File: config.mk
export PLATFORM = sky130hd
export DESIGN_NAME = flash_addr_xlate
export DESIGN_NICKNAME = d
export VERILOG_FILES = /design/src/rtl/flash_addr_pkg.sv /design/src/rtl/fa_mode_ext.sv /design/src/rtl/fa_cmd_seq.sv /design/src/rtl/flash_addr_xlate.sv
export SDC_FILE = /design/constraint.sdc
export NUM_CORES = 1
export LEC_CHECK = 0
export BUFFER_PORTS_ARGS = -buffer_cell sky130_fd_sc_hd__buf_2
export CORE_ASPECT_RATIO = 1.5
export CORE_UTILIZATION = 49
export CTS_CLUSTER_SIZE = 28
export DETAILED_ROUTE_END_ITERATION = 16
export HOLD_SLACK_MARGIN = 0.1
export PLACE_DENSITY = 0.76
export SETUP_SLACK_MARGIN = 0.4
export SLEW_MARGIN = 5
export SYNTH_ARGS = -nofsm -noshare
export SYNTH_HDL_FRONTEND = slang
export SYNTH_HIERARCHICAL = 1
export SYNTH_SLANG_ARGS = --single-unit
File: constraint.sdc
create_clock -name clk -period 2.45 [get_ports clk]
set_input_delay 0.6125 -clock clk [delete_from_list [all_inputs] [get_ports clk]]
set_output_delay 0.6125 -clock clk [all_outputs]
set_load 0.01 [all_outputs]
File: src/rtl/flash_addr_pkg.sv
package flash_addr_pkg;

    localparam int unsigned BYTE_W     = 8;
    localparam int unsigned ADDR_BYTES = 4;
    localparam int unsigned ADDR_W     = BYTE_W * ADDR_BYTES;
    localparam int unsigned SH_W       = ADDR_W - BYTE_W;
    localparam int unsigned LOW_W      = SH_W - BYTE_W;
    localparam int unsigned CNT_W      = $clog2(ADDR_BYTES + 1);

    localparam logic [BYTE_W-1:0] OP_ENTER_WIDE = 8'hB7;
    localparam logic [BYTE_W-1:0] OP_EXIT_WIDE  = 8'hE9;
    localparam logic [BYTE_W-1:0] OP_EXT_WRITE  = 8'hC5;
    localparam logic [BYTE_W-1:0] OP_EXT_READ   = 8'hC8;

    typedef enum logic [2:0] {
        CK_NONE,
        CK_FOLLOW,
        CK_FIXED4,
        CK_ENTER,
        CK_EXIT,
        CK_WREXT,
        CK_RDEXT
    } cmd_kind_e;

    typedef enum logic [1:0] {
        SQ_IDLE,
        SQ_ADDR,
        SQ_EXTDATA
    } seq_state_e;

    typedef struct packed {
        logic              enter;
        logic              leave;
        logic              wr;
        logic              load_top;
        logic [BYTE_W-1:0] data;
    } ext_req_t;

    typedef struct packed {
        logic              valid;
        logic [ADDR_W-1:0] addr;
    } addr_beat_t;

    typedef struct packed {
        logic              valid;
        logic [BYTE_W-1:0] data;
    } rd_beat_t;

    function automatic cmd_kind_e classify(input logic [BYTE_W-1:0] op);
        cmd_kind_e k;
        case (op)
            8'h03, 8'h02, 8'h0B, 8'h20, 8'hD8: k = CK_FOLLOW;
            8'h13, 8'h12, 8'h0C, 8'h21, 8'hDC: k = CK_FIXED4;
            OP_ENTER_WIDE:                     k = CK_ENTER;
            OP_EXIT_WIDE:                      k = CK_EXIT;
            OP_EXT_WRITE:                      k = CK_WREXT;
            OP_EXT_READ:                       k = CK_RDEXT;
            default:                           k = CK_NONE;
        endcase
        return k;
    endfunction

    function automatic logic [CNT_W-1:0] bytes_needed(input cmd_kind_e k,
                                                      input logic wide);
        logic [CNT_W-1:0] n;
        if (k == CK_FIXED4 || wide) n = CNT_W'(ADDR_BYTES);
        else                        n = CNT_W'(ADDR_BYTES - 1);
        return n;
    endfunction

endpackage

File: src/rtl/fa_mode_ext.sv
module fa_mode_ext
    import flash_addr_pkg::*;
(
    input  logic              clk,
    input  logic              rst,
    input  ext_req_t          req,
    output logic              mode_o,
    output logic [BYTE_W-1:0] ext_o
);

    logic              mode_q;
    logic [BYTE_W-1:0] ext_q;

    always_ff @(posedge clk) begin
        if (rst) begin
            mode_q <= 1'b0;
            ext_q  <= '0;
        end else begin
            if (req.enter) mode_q <= 1'b1;
            if (req.leave) begin
                mode_q <= 1'b0;
                if (mode_q) ext_q <= BYTE_W'(1);
            end
            if (req.wr || req.load_top) ext_q <= req.data;
        end
    end

    assign mode_o = mode_q;
    assign ext_o  = ext_q;

    a_r2_exit_loads_one: assert property (@(posedge clk) disable iff (rst)
        (req.leave && mode_q) |=> (!mode_q && ext_q == BYTE_W'(1)));

    a_r2_enter_sets_flag: assert property (@(posedge clk) disable iff (rst)
        req.enter |=> mode_q);

    a_r3_data_write: assert property (@(posedge clk) disable iff (rst)
        req.wr |=> (ext_q == $past(req.data)));

    a_r7_top_byte_copy: assert property (@(posedge clk) disable iff (rst)
        req.load_top |=> (ext_q == $past(req.data)));

endmodule

File: src/rtl/fa_cmd_seq.sv
module fa_cmd_seq
    import flash_addr_pkg::*;
(
    input  logic              clk,
    input  logic              rst,
    input  logic              op_valid,
    input  logic [BYTE_W-1:0] op_code,
    input  logic              byte_valid,
    input  logic [BYTE_W-1:0] byte_data,
    input  logic              mode_i,
    input  logic [BYTE_W-1:0] ext_i,
    output ext_req_t          req_o,
    output addr_beat_t        addr_o,
    output rd_beat_t          rd_o
);

    seq_state_e        st_q;
    logic [CNT_W-1:0]  need_q;
    logic [CNT_W-1:0]  got_q;
    logic              wide_q;
    logic [SH_W-1:0]   sh_q;
    addr_beat_t        addr_q;
    rd_beat_t          rd_q;

    cmd_kind_e         kind;
    logic              take_byte;
    logic              last_byte;
    logic [ADDR_W-1:0] final_addr;

    always_comb begin
        kind       = classify(op_code);
        take_byte  = byte_valid && !op_valid;
        last_byte  = (st_q == SQ_ADDR) && take_byte &&
                     ((got_q + CNT_W'(1)) == need_q);
        if (wide_q) final_addr = {sh_q, byte_data};
        else        final_addr = {ext_i, sh_q[LOW_W-1:0], byte_data};

        req_o.enter    = op_valid && (kind == CK_ENTER);
        req_o.leave    = op_valid && (kind == CK_EXIT);
        req_o.wr       = (st_q == SQ_EXTDATA) && take_byte;
        req_o.load_top = last_byte && wide_q;
        req_o.data     = req_o.wr ? byte_data : sh_q[SH_W-1 -: BYTE_W];
    end

    always_ff @(posedge clk) begin
        if (rst) begin
            st_q   <= SQ_IDLE;
            need_q <= '0;
            got_q  <= '0;
            wide_q <= 1'b0;
            sh_q   <= '0;
            addr_q <= '0;
            rd_q   <= '0;
        end else begin
            addr_q.valid <= 1'b0;
            rd_q.valid   <= 1'b0;
            if (op_valid) begin
                got_q <= '0;
                case (kind)
                    CK_FOLLOW, CK_FIXED4: begin
                        st_q   <= SQ_ADDR;
                        need_q <= bytes_needed(kind, mode_i);
                        wide_q <= (kind == CK_FIXED4) || mode_i;
                    end
                    CK_WREXT: st_q <= SQ_EXTDATA;
                    CK_RDEXT: begin
                        st_q       <= SQ_IDLE;
                        rd_q.valid <= 1'b1;
                        rd_q.data  <= ext_i;
                    end
                    default: st_q <= SQ_IDLE;
                endcase
            end else if (take_byte) begin
                case (st_q)
                    SQ_ADDR: begin
                        sh_q  <= {sh_q[SH_W-BYTE_W-1:0], byte_data};
                        got_q <= got_q + CNT_W'(1);
                        if (last_byte) begin
                            st_q         <= SQ_IDLE;
                            addr_q.valid <= 1'b1;
                            addr_q.addr  <= final_addr;
                        end
                    end
                    SQ_EXTDATA: st_q <= SQ_IDLE;
                    default:    st_q <= SQ_IDLE;
                endcase
            end
        end
    end

    assign addr_o = addr_q;
    assign rd_o   = rd_q;

    a_r11_single_pulse: assert property (@(posedge clk) disable iff (rst)
        addr_q.valid |=> !addr_q.valid);

    a_r8_idle_quiet: assert property (@(posedge clk) disable iff (rst)
        (st_q == SQ_IDLE && !op_valid) |=> !addr_q.valid);

    a_r9_opcode_restarts: assert property (@(posedge clk) disable iff (rst)
        op_valid |=> !addr_q.valid);

endmodule

File: src/rtl/flash_addr_xlate.sv
module flash_addr_xlate
    import flash_addr_pkg::*;
(
    input  logic              clk,
    input  logic              rst,
    input  logic              cmd_stb,
    input  logic [BYTE_W-1:0] cmd_op,
    input  logic              dat_stb,
    input  logic [BYTE_W-1:0] dat_byte,
    output logic              addr_vld,
    output logic [ADDR_W-1:0] addr_eff,
    output logic              wide_mode,
    output logic [BYTE_W-1:0] ext_byte,
    output logic              ext_rd_vld,
    output logic [BYTE_W-1:0] ext_rd_byte
);

    ext_req_t          req;
    addr_beat_t        beat;
    rd_beat_t          rd;
    logic              mode_w;
    logic [BYTE_W-1:0] ext_w;

    fa_cmd_seq u_seq (
        .clk        (clk),
        .rst        (rst),
        .op_valid   (cmd_stb),
        .op_code    (cmd_op),
        .byte_valid (dat_stb),
        .byte_data  (dat_byte),
        .mode_i     (mode_w),
        .ext_i      (ext_w),
        .req_o      (req),
        .addr_o     (beat),
        .rd_o       (rd)
    );

    fa_mode_ext u_mode (
        .clk    (clk),
        .rst    (rst),
        .req    (req),
        .mode_o (mode_w),
        .ext_o  (ext_w)
    );

    assign addr_vld    = beat.valid;
    assign addr_eff    = beat.addr;
    assign wide_mode   = mode_w;
    assign ext_byte    = ext_w;
    assign ext_rd_vld  = rd.valid;
    assign ext_rd_byte = rd.data;

    a_r4_readback_matches: assert property (@(posedge clk) disable iff (rst)
        ext_rd_vld |-> (ext_rd_byte == ext_byte));

endmodule

==> metrics, run 1 <==
pin slew with the least headroom to its limit=0.353 ns; buffer cell driving the clock tree root=clkbuf_8; CP Class=primary input to register; Initial Utilization=0.512; number of setup violations in the final report=0; area added between synthesis and finish=26.8%; number of antenna diodes=0; most prevalent standard cell on the critical path=buf_4; commonest non-fill, non-tap cells in the layout=101 x nand2_1, 82 x dfxtp_1, 65 x buf_2, 52 x a21oi_1, 22 x nor2_1; global-route congestion overflow total=0; Worst path slowest cell=a32oi_1; CP Capture Type=register; I/O pin count=71; global router's overall resource usage=0.219; Max H-tree Level=3; Area contributors post-synth=dfxtp_1 49%, nand2_1 11%, a21oi_1 8.2%; total wire length=7940 um; number of register bits inferred by synthesis=82; fraction of power consumed by sequential logic=0.507; number of warning messages in the yosys log=6; # clock sinks=82; count of nets after finishing=483; number of hold violations in the final report=0; number of nets with antenna violations after detailed routing=0; final instance area=4240 sq um; Setup TNS Final=0 ns; number of unique standard cell types used by synthesis=44; placeable core area=6530 sq um; syn nets=407; max incr delay on CP=0.31 ns; initial antenna violation count=0; buffer depth of the longest clock path=2; data arrival at the endpoint of the critical path=2.39 ns; Final Non-Filler Cells=543; total die area=7170 sq um; Worst Path Buf+Inv=3; Port Buffer Count=70; number of violations of the max-capacitance limit=0; largest area contributor in the netlist=dfxtp_1; Cells after Synth=386; count of fill cells added during filler insertion=540; standard-cell row count=36; shortest period the worst path allows=2.14 ns; sequential fraction of the synthesis area=0.491; RSZ-0062 raised after global routing=yes; fraction of power spent switching nets=0.214; count of vias placed by the detailed router=2,964; clock tree from TritonCTS=done; final weighted congestion in routability-driven placement=0.876; Max Freq=468 MHz; wire length of the first global-routing pass=12,200 um; Die Span Y=103 um; list of cells traversed by the critical path=buf_8, buf_4, nor2b_1, a32oi_1, o221ai_4, nand3b_1, nor2_4, a2111oi_4, buf_4, a22o_1; Max-Slew Margin vs Limit=0.762; Detailed Routing Iterations Pass 1=4; largest clock skew in the final design=0.0110 ns; worst min path class=register to register; Mapped Avg Cell Area=8.66 sq um; internal power contribution=2.07 mW; largest net degree at the start of global routing=77; clock power share=0.446; Leakage Power=1.70 nW; hold slack final=0.452 ns; Startpoint Class=primary input; Power Dens Cells=620 nW/um^2; routed length per placed instance=14.6 um; final worst-path cycle share=0.872; Data required, critical path=2.71 ns; IR drop worst, VDD=440 uV; number of DRC markers after the initial detailed-route iteration=121; overall die width=69.5 um; fraction of final layout cells sized beyond drive strength 1=0.283; share of total power in combinational logic=0.047; insertion delay of the later-clocked pin in the worst-skew pair=0.36 ns; run status=finished clean; Cell Count Post-Placement=524; portion of synthesized cell area occupied by the leading cell type=0.491; overall power consumption=2.63 mW; Final Max Slew Viols=0; clock slew at reported path FFs=0.08 ns; maximum fanout encountered on the critical timing path=7; via density per instance=5.46; DRC violation count after routing=0; category of cells accounting for the largest share of critical-path delay=compound AO/OA/AOI/OAI gates; number of clock buffers inserted by TritonCTS=9; area of the mapped netlist=3340 sq um; Switch Pwr=0.564 mW; commonest non-fill, non-tap cell in the layout=nand2_1; Area after DPL=3870 sq um; number of global-route vias before repair=2,580; final HPWL from detailed placement=5280 um
-- kinds of logic after synthesis --
kind of cell    share of synthesized area
compound gates                      0.160
simple gates                        0.224
xor+xnor                           0.0105
flops                               0.491
buf+inv                            0.0325
mux                                0.0778
fa+ha+maj                         0.00374
-- cell usage after synthesis --
library cell and n:
nand2_1 101, dfxtp_1 82, a21oi_1 55, nor2_1 23, mux2i_1 17, clkbuf_1 15
a211oi_1 9, buf_2 9, mux2_2 8, nor3_1 8, a22o_1 7, nand3b_1 5
nor2b_1 5, nand3_1 4, xnor2_1 3, and3_1 2, inv_1 2, nand4b_1 2
nor3b_1 2, nor4bb_1 2, o21ba_2 2, a2111oi_0 1, a2111oi_4 1, a211oi_4 1
a21o_1 1, a31oi_1 1, a32oi_1 1, and2_1 1, and3b_1 1, ha_1 1
nand2_4 1, nand2b_1 1, nor4_1 1, nor4b_1 1, o21ai_0 1, o21ai_1 1
o221ai_2 1, o2bb2ai_1 1, or2_2 1, or3b_1 1, or4_1 1, or4b_1 1
or4b_2 1, xor2_1 1
-- registers in the layout, summed over array words and instances, names as in the netlist --
register,flops
u_seq/sh_q,24
u_mode/mode_o,1
u_seq/got_q,3
u_seq/rd_o,9
u_seq/addr_o,33
u_seq/need_q,2
u_mode/ext_o,8
u_seq/st_q,2
-- timing repair --
item / CTS / global route
setup endpoints to repair: 7 / 10
gates resized for setup: 1 / 29
endpoints found under the hold margin: 0 / 0
hold buffers: 0 / 0
buffers inserted: 0 / 3
gates cloned: 0 / 0
pin swaps: 1 / 9
-- worst register-to-register path, delay by kind of cell (launching register included) --
| kind | cells | cell delay (ns) |
|---|---|---|
| and+or+nand+nor | 3 | 0.48 |
| buffers and inverters | 1 | 0.17 |
| adders and majority gates | 1 | 0.34 |
| AOI/OAI and AO/OA | 3 | 0.50 |
| DFF | 1 | 0.35 |
-- layout make-up --
cell class                      instances  area (sq um)  share of cell area
Multi-Input combinational cell        278          1690               0.398
Sequential cell                        82          1640               0.387
Timing Repair Buffer                   89           569               0.134
Clock buffer                           10           128              0.0301
Clock inverter                          6           113              0.0265
Tap cell                               76          95.1              0.0224
Inverter                                2          7.51             0.00177
-- final timing paths --
path | start | endpoint | slack, ns | cells past startpoint
min | u_seq/addr_o[7] | u_seq/addr_o[7] | 0.45 | 2
min reg2reg | u_seq/addr_o[7] | u_seq/addr_o[7] | 0.45 | 2
max reg2reg | u_seq/got_q[0] | u_mode/ext_o[5] | 0.51 | 8
max | cmd_op[4] | u_mode/ext_o[5] | 0.31 | 10
-- stage by stage --
step	worst slack (ns)	utilization
after floorplan	0.175	-
after global placement	0.0620	0.593
after detailed placement	0.000812	0.593
after CTS	0.404	0.631
after global routing	0.280	0.649
final	0.314	0.649
-- power groups by stage --
stage	clock network, mW	logic [mW]	registers (mW)
6_report	1.17	0.125	1.33
5_1_grt	1.26	0.133	1.33
3_3_place_gp	0	0.104	1.37
3_5_place_dp	0	0.107	1.37
4_1_cts	1.19	0.108	1.33
2_1_floorplan	0	0.0524	1.36
-- metal layers --
metal | track usage | vias to the layer above | part of all wire
met5 | 0 | - | 0
met4 | 0.115 | 0 | 0.020
met3 | 0.0455 | 12 | 0.046
met2 | 0.376 | 84 | 0.52
met1 | 0.260 | 1386 | 0.42
li1 | - | 1482 | -
(Power assumes the default switching activity.)
==> run 2: changes to the inputs <==
ABC_AREA = 1   (was unset)
PLACE_DENSITY = 0.75   (was 0.76)
==> run 2 against run 1 <==
  * Clock power decreased by 15%
  * The flow now finishes with violations (design-rule violations)
  * Largest power group unchanged
  * Total power decreased by 7.5%
  * Largest cell class is now sequential cells
  * Critical path depth unchanged
  * Critical path type is now register to register
  * Synthesized cell count increased by 18%
  * Flip-flop and latch count unchanged
  * First-iteration DRC count increased to 2.5 times the previous value
  * Routed wire length decreased by 0.73%
  * Clock skew decreased by 0.0052 ns
  * Via count increased by 7.4%
==> metrics, run 2 <==
number of hold violations in the final report=0; max incr delay on CP=0.34 ns; clock tree from TritonCTS=done; fraction of the mapped netlist area in compound gates=0.201; final weighted congestion in routability-driven placement=0.858; Synth Area in Simple Gates=0.221; insertion delay of the later-clocked pin in the worst-skew pair=0.36 ns; timing startpoint of the critical path=u_seq/got_q[0]; met3 routed WL=220 um; routed length per placed instance=13.0 um; global-route congestion overflow total=0; global router's overall resource usage=0.226; commonest non-fill, non-tap cell in the layout=dfxtp_1; Detailed Routing Iterations Pass 1=11; CTS-repair resized insts=0; largest area contributor in the netlist=dfxtp_1; final cell utilization of the core=0.589; pin slew with the least headroom to its limit=0.549 ns; Cells after Synth=457; via density per instance=5.25; DRC violation count after routing=8; final HPWL from detailed placement=5670 um; worst min path class=register to register; CP Class=register to register; Startpoint Class=register; Data required, critical path=2.74 ns; placeable core area=6850 sq um; area of the mapped netlist=3450 sq um; number of setup violations in the final report=0; number of register bits inferred by synthesis=82; detailed-routed wire length on met2=4030 um; dominant combinational cell family by area after synthesis=simple AND/OR/NAND/NOR gates; Max H-tree Level=3; multi-input gate area in the final layout=1500 sq um; commonest non-fill, non-tap cells in the layout=82 x dfxtp_1, 78 x nor2_1, 70 x buf_2, 69 x nand2_1, 45 x inv_1; number of violations of the max-capacitance limit=0; count of fill cells added during filler insertion=666; number of global-route vias before repair=2,922; data arrival at the endpoint of the critical path=2.14 ns; Die Span Y=105 um; standard-cell row count=37; area added between synthesis and finish=17.0%; shortest period the worst path allows=1.86 ns; buffers inserted during post-CTS setup optimization=0; Initial Utilization=0.503; list of cells traversed by the critical path=ha_1, o21ai_0, nand3_2, nor2_8, nand2_1, inv_1, inv_1, nand2_4, nand2_1, a21oi_1; most frequent cells after synthesis=82 x dfxtp_1, 78 x nor2_1, 69 x nand2_1; fraction of final layout cells sized beyond drive strength 1=0.220; Port Buffer Count=70; Max-Slew Margin vs Limit=0.633; Final Max Slew Viols=0; wire length of the first global-routing pass=13,000 um; overall die width=70.5 um; number of DRC markers after the initial detailed-route iteration=303; CTS Hold Buffers Added=0; number of nets with antenna violations after detailed routing=0; Setup TNS Final=0 ns; adder-cell area share of the yosys netlist=0.00363; initial antenna violation count=0; most instantiated flip-flop cell in the synthesis netlist=dfxtp_1; total wire length=7890 um; asr flop ratio synth=0; startpoint of the worst register-to-register path=u_seq/got_q[0]; highest metal layer with signal wires=met4; total die area=7390 sq um; run status=finished with violations; buffer depth of the longest clock path=2; final worst-path cycle share=0.757; RSZ-0062 raised after global routing=no; Power Dens Cells=603 nW/um^2; number of flip-flops under the largest register name=33; category of cells accounting for the largest share of critical-path delay=simple AND/OR/NAND/NOR gates; number of unique standard cell types used by synthesis=30; # clock sinks=82; count of vias placed by the detailed router=3,184; largest net degree at the start of global routing=50; area share of xor/xnor cells in the synthesized design=0.00508; sequential fraction of the synthesis area=0.476; Area contributors post-synth=dfxtp_1 48%, nor2_1 8.5%, nand2_1 7.5%; clock slew at reported path FFs=0.08 ns; violated checks=design-rule violations; count of nets after finishing=544; hold slack final=0.447 ns; Worst Path Buf+Inv=2; IR drop worst, VDD=287 uV; Worst path slowest cell=dfxtp_1; number of warning messages in the yosys log=6; I/O pin count=71; number of clock buffers inserted by TritonCTS=9; number of antenna diodes=0; syn nets=478; Mapped Avg Cell Area=7.55 sq um; number of synthesized flops with an enable pin=0; maximum fanout encountered on the critical timing path=7; share of cell area taken by muxes after synthesis=0.00326; portion of synthesized cell area occupied by the leading cell type=0.476; buffer cell driving the clock tree root=clkbuf_8; met1 wire length=3380 um; most common cell in the netlist=dfxtp_1; Leakage Power=1.75 nW; largest clock skew in the final design=0.00580 ns; Hold Path Origin=u_seq/rd_o[7]; CP Capture Type=register; Max Freq=539 MHz; Register Area=1640 sq um
[run 2: cell count changes after synthesis, sizes merged, moves of 6 or more]
cell / before / now
mux2: 8 / 1
a22o: 7 / 0
a31oi: 1 / 8
nand2: 102 / 70
nand3: 4 / 18
o21ai: 2 / 59
inv: 2 / 50
a21oi: 55 / 36
a211oi: 10 / 16
mux2i: 17 / 0
nor2: 23 / 82
[run 2: cells by family after synthesis]
| family | Yosys count |
|---|---|
| fa+ha+maj | 1 |
| buf+inv | 73 |
| flops | 82 |
| compound gates | 120 |
| xor+xnor | 2 |
| simple gates | 178 |
| mux | 1 |
[run 2: final timing paths]
path | to | slack, ns | cells after the start
worst min register to register | u_seq/rd_o[7] | 0.45 | 2
worst max register to register | u_mode/ext_o[5] | 0.59 | 10
worst max-delay path | u_mode/ext_o[5] | 0.59 | 10
worst min-delay path | u_seq/rd_o[7] | 0.45 | 2
[run 2: stage by stage]
| stage | cells | setup slack (ns) | area [sq um] | power (mW) |
|---|---|---|---|---|
| 6_report | 606 | 0.595 | 4040 | 2.43 |
| 5_1_grt | 606 | 0.427 | 4040 | 2.52 |
| 4_1_cts | 606 | 0.590 | 4040 | 2.45 |
| 3_5_place_dp | 590 | 0.394 | 3830 | 1.47 |
| 3_3_place_gp | 590 | 0.552 | 3830 | 1.47 |
| 2_1_floorplan | 457 | 0.477 | 3450 | 1.43 |
[run 2: area by class of cell]
cell class / count / area share
sequential: 82 / 0.407
multi-input combinational: 302 / 0.370
timing repair buffer: 78 / 0.102
inverter: 50 / 0.0465
clock buffer: 11 / 0.0375
tap: 78 / 0.0242
clock inverter: 5 / 0.0130
[run 2: worst reg2reg max path: stages, from the launching register on]
cell,delay [ns]
dfxtp_1,0.34
ha_1,0.32
o21ai_0,0.24
nand3_2,0.18
nor2_8,0.14
nand2_1,0.06
inv_1,0.12
inv_1,0.08
nand2_4,0.09
nand2_1,0.06
a21oi_1,0.16
[run 2: metal layers]
layer  vias up  global-route usage
met1      1481               0.259
met4         0               0.141
met2        62               0.388
met3        17              0.0328
li1       1624                   -
met5         -                   0
[run 2: report_power, final]
| group | internal [mW] | switching, mW | total (mW) |
|---|---|---|---|
| Combinational | 0.0319 | 0.0716 | 0.104 |
| Sequential | 1.33 | 0.00260 | 1.34 |
| Clock | 0.521 | 0.472 | 0.993 |
==> run 3: changes to the inputs <==
ABC_AREA = 0   (was 1)
CORE_UTILIZATION = 54   (was 49)
PLACE_DENSITY = 0.79   (was 0.75)
clock period = 1.9 ns   (was 2.45 ns; I/O delays follow)
==> run 3 against run 2 <==
  * Critical path depth is the same
  * Design area grew 27%
  * Clock-buffer cell count decreased by 1
  * Die area is 12% lower
  * Combinational power up 120%
  * Total power rose by 38%
  * Highest routed layer unchanged
  * Setup slack got worse by 0.74 ns
  * The run ends with negative setup slack left
==> metrics, run 3 (synthesis gave the netlist of run 1 again) <==
run status=finished with violations; violated checks=negative setup slack; via density per instance=6.14; Data required, critical path=2.13 ns; placeable core area=5870 sq um; wire length of the first global-routing pass=15,000 um; global router's overall resource usage=0.304; IR drop worst, VDD=699 uV; pin slew with the least headroom to its limit=0.522 ns; CP Class=primary input to register; Worst path slowest cell=a211oi_4; count of nets after finishing=516; overall power consumption=3.36 mW; final instance area=5150 sq um; overall die width=66.3 um; commonest non-fill, non-tap cell in the layout=dfxtp_1; Max Freq=488 MHz; RSZ-0062 raised after global routing=yes; fraction of final layout cells sized beyond drive strength 1=0.498; number of nets with antenna violations after detailed routing=0; clock tree from TritonCTS=done; most prevalent standard cell on the critical path=buf_4; Area after DPL=3980 sq um; initial antenna violation count=0; number of clock buffers inserted by TritonCTS=9; buffer cell driving the clock tree root=clkbuf_8; routed length per placed instance=21.8 um; Detailed Routing Iterations Pass 1=5; total die area=6520 sq um; final HPWL from detailed placement=5720 um; count of vias placed by the detailed router=3,510; DRC violation count after routing=0; number of flip-flops under the largest register name=33; total wire length=12,500 um; number of violations of the max-capacitance limit=0; insertion delay of the later-clocked pin in the worst-skew pair=0.35 ns; clock slew at reported path FFs=0.08 ns; Power Dens Cells=653 nW/um^2; Startpoint Class=primary input; CP Capture Type=register; max incr delay on CP=0.33 ns; worst hold path stage count=3; I/O pin count=71; Setup TNS Final=-1.13 ns; largest net degree at the start of global routing=32; final worst-path cycle share=1.08; worst min path class=primary input to register; buffer depth of the longest clock path=2; commonest non-fill, non-tap cells in the layout=79 x dfxtp_1, 76 x nand2_1, 62 x buf_2, 34 x buf_4, 32 x a21oi_2; Leakage Power=2.26 nW; number of global-route vias before repair=3,131; hold slack final=0.410 ns; final cell utilization of the core=0.877; number of antenna diodes=0; data arrival at the endpoint of the critical path=2.28 ns; Die Span Y=98.4 um; area added between synthesis and finish=53.9%; Port Buffer Count=70; number of setup violations in the final report=16; Max H-tree Level=3; shortest period the worst path allows=2.05 ns; list of cells traversed by the critical path=buf_12, and3_4, a211oi_4, o221ai_4, buf_4, buf_4, buf_6, a21oi_2, nand3b_1, nor3b_2; number of hold violations in the final report=0; Initial Utilization=0.570; depth of the worst register-to-register path=8; largest clock skew in the final design=0.00429 ns; final weighted congestion in routability-driven placement=0.752; number of DRC markers after the initial detailed-route iteration=273; maximum fanout encountered on the critical timing path=8; global-route congestion overflow total=0; standard-cell row count=34; worst path setup slack after routing=-0.148 ns; CTS Hold Buffers Added=0; # clock sinks=82; Max-Slew Margin vs Limit=0.649; Final Max Slew Viols=0
-- run 3: through the flow --
stage               instances  setup slack [ns]
finish                    572            -0.148
global route              572            -0.148
CTS                       561            0.0273
detailed placement        532            -0.400
global placement          532            -0.314
floorplan                 386            -0.233
-- run 3: what timing repair did --
action / in CTS / in global routing
gates resized for setup: 71 / 93
gates cloned: 3 / 2
endpoints found under the setup margin: 53 / 71
buffers inserted: 10 / 9
pin swaps: 23 / 64
-- run 3: path summary, 6_finish.rpt --
| check | from | endpoint | slack (ns) |
|---|---|---|---|
| worst max-delay path | cmd_op[6] | u_seq/need_q[2] | -0.15 |
| worst min-delay path | dat_byte[7] | u_seq/sh_q[7] | 0.41 |
| worst max register to register | u_seq/got_q[0] | u_mode/ext_o[4] | -0.02 |
| worst min register to register | u_seq/addr_o[20] | u_seq/addr_o[20] | 0.46 |
-- run 3: final cells by class --
type | count | area [sq um]
Multi-Input combinational cell | 279 | 2190
Inverter | 2 | 7.51
Tap cell | 72 | 90.1
Timing Repair Buffer | 121 | 990
Clock buffer | 10 | 128
Fill cell | 261 | 724
Clock inverter | 6 | 90.1
Sequential cell | 82 | 1650
-- run 3: routing by layer --
layer  GRT usage  up-vias  wire, um
met3      0.0537       66       687
met4       0.146        0       837
li1            -     1539         -
met2       0.546      197      6570
met5           0        -         0
met1       0.333     1708      4360
-- run 3: critical path, delay by kind of cell --
| kind | cells | cell delay [ns] |
|---|---|---|
| compound gates | 3 | 0.69 |
| buf+inv | 4 | 0.56 |
| simple gates | 3 | 0.55 |
-- run 3: report_power, final --
| group | switching (mW) | internal (mW) |
|---|---|---|
| clock network | 0.667 | 0.746 |
| registers | 0.00244 | 1.72 |
| logic | 0.133 | 0.0935 |
| total | 0.802 | 2.56 |
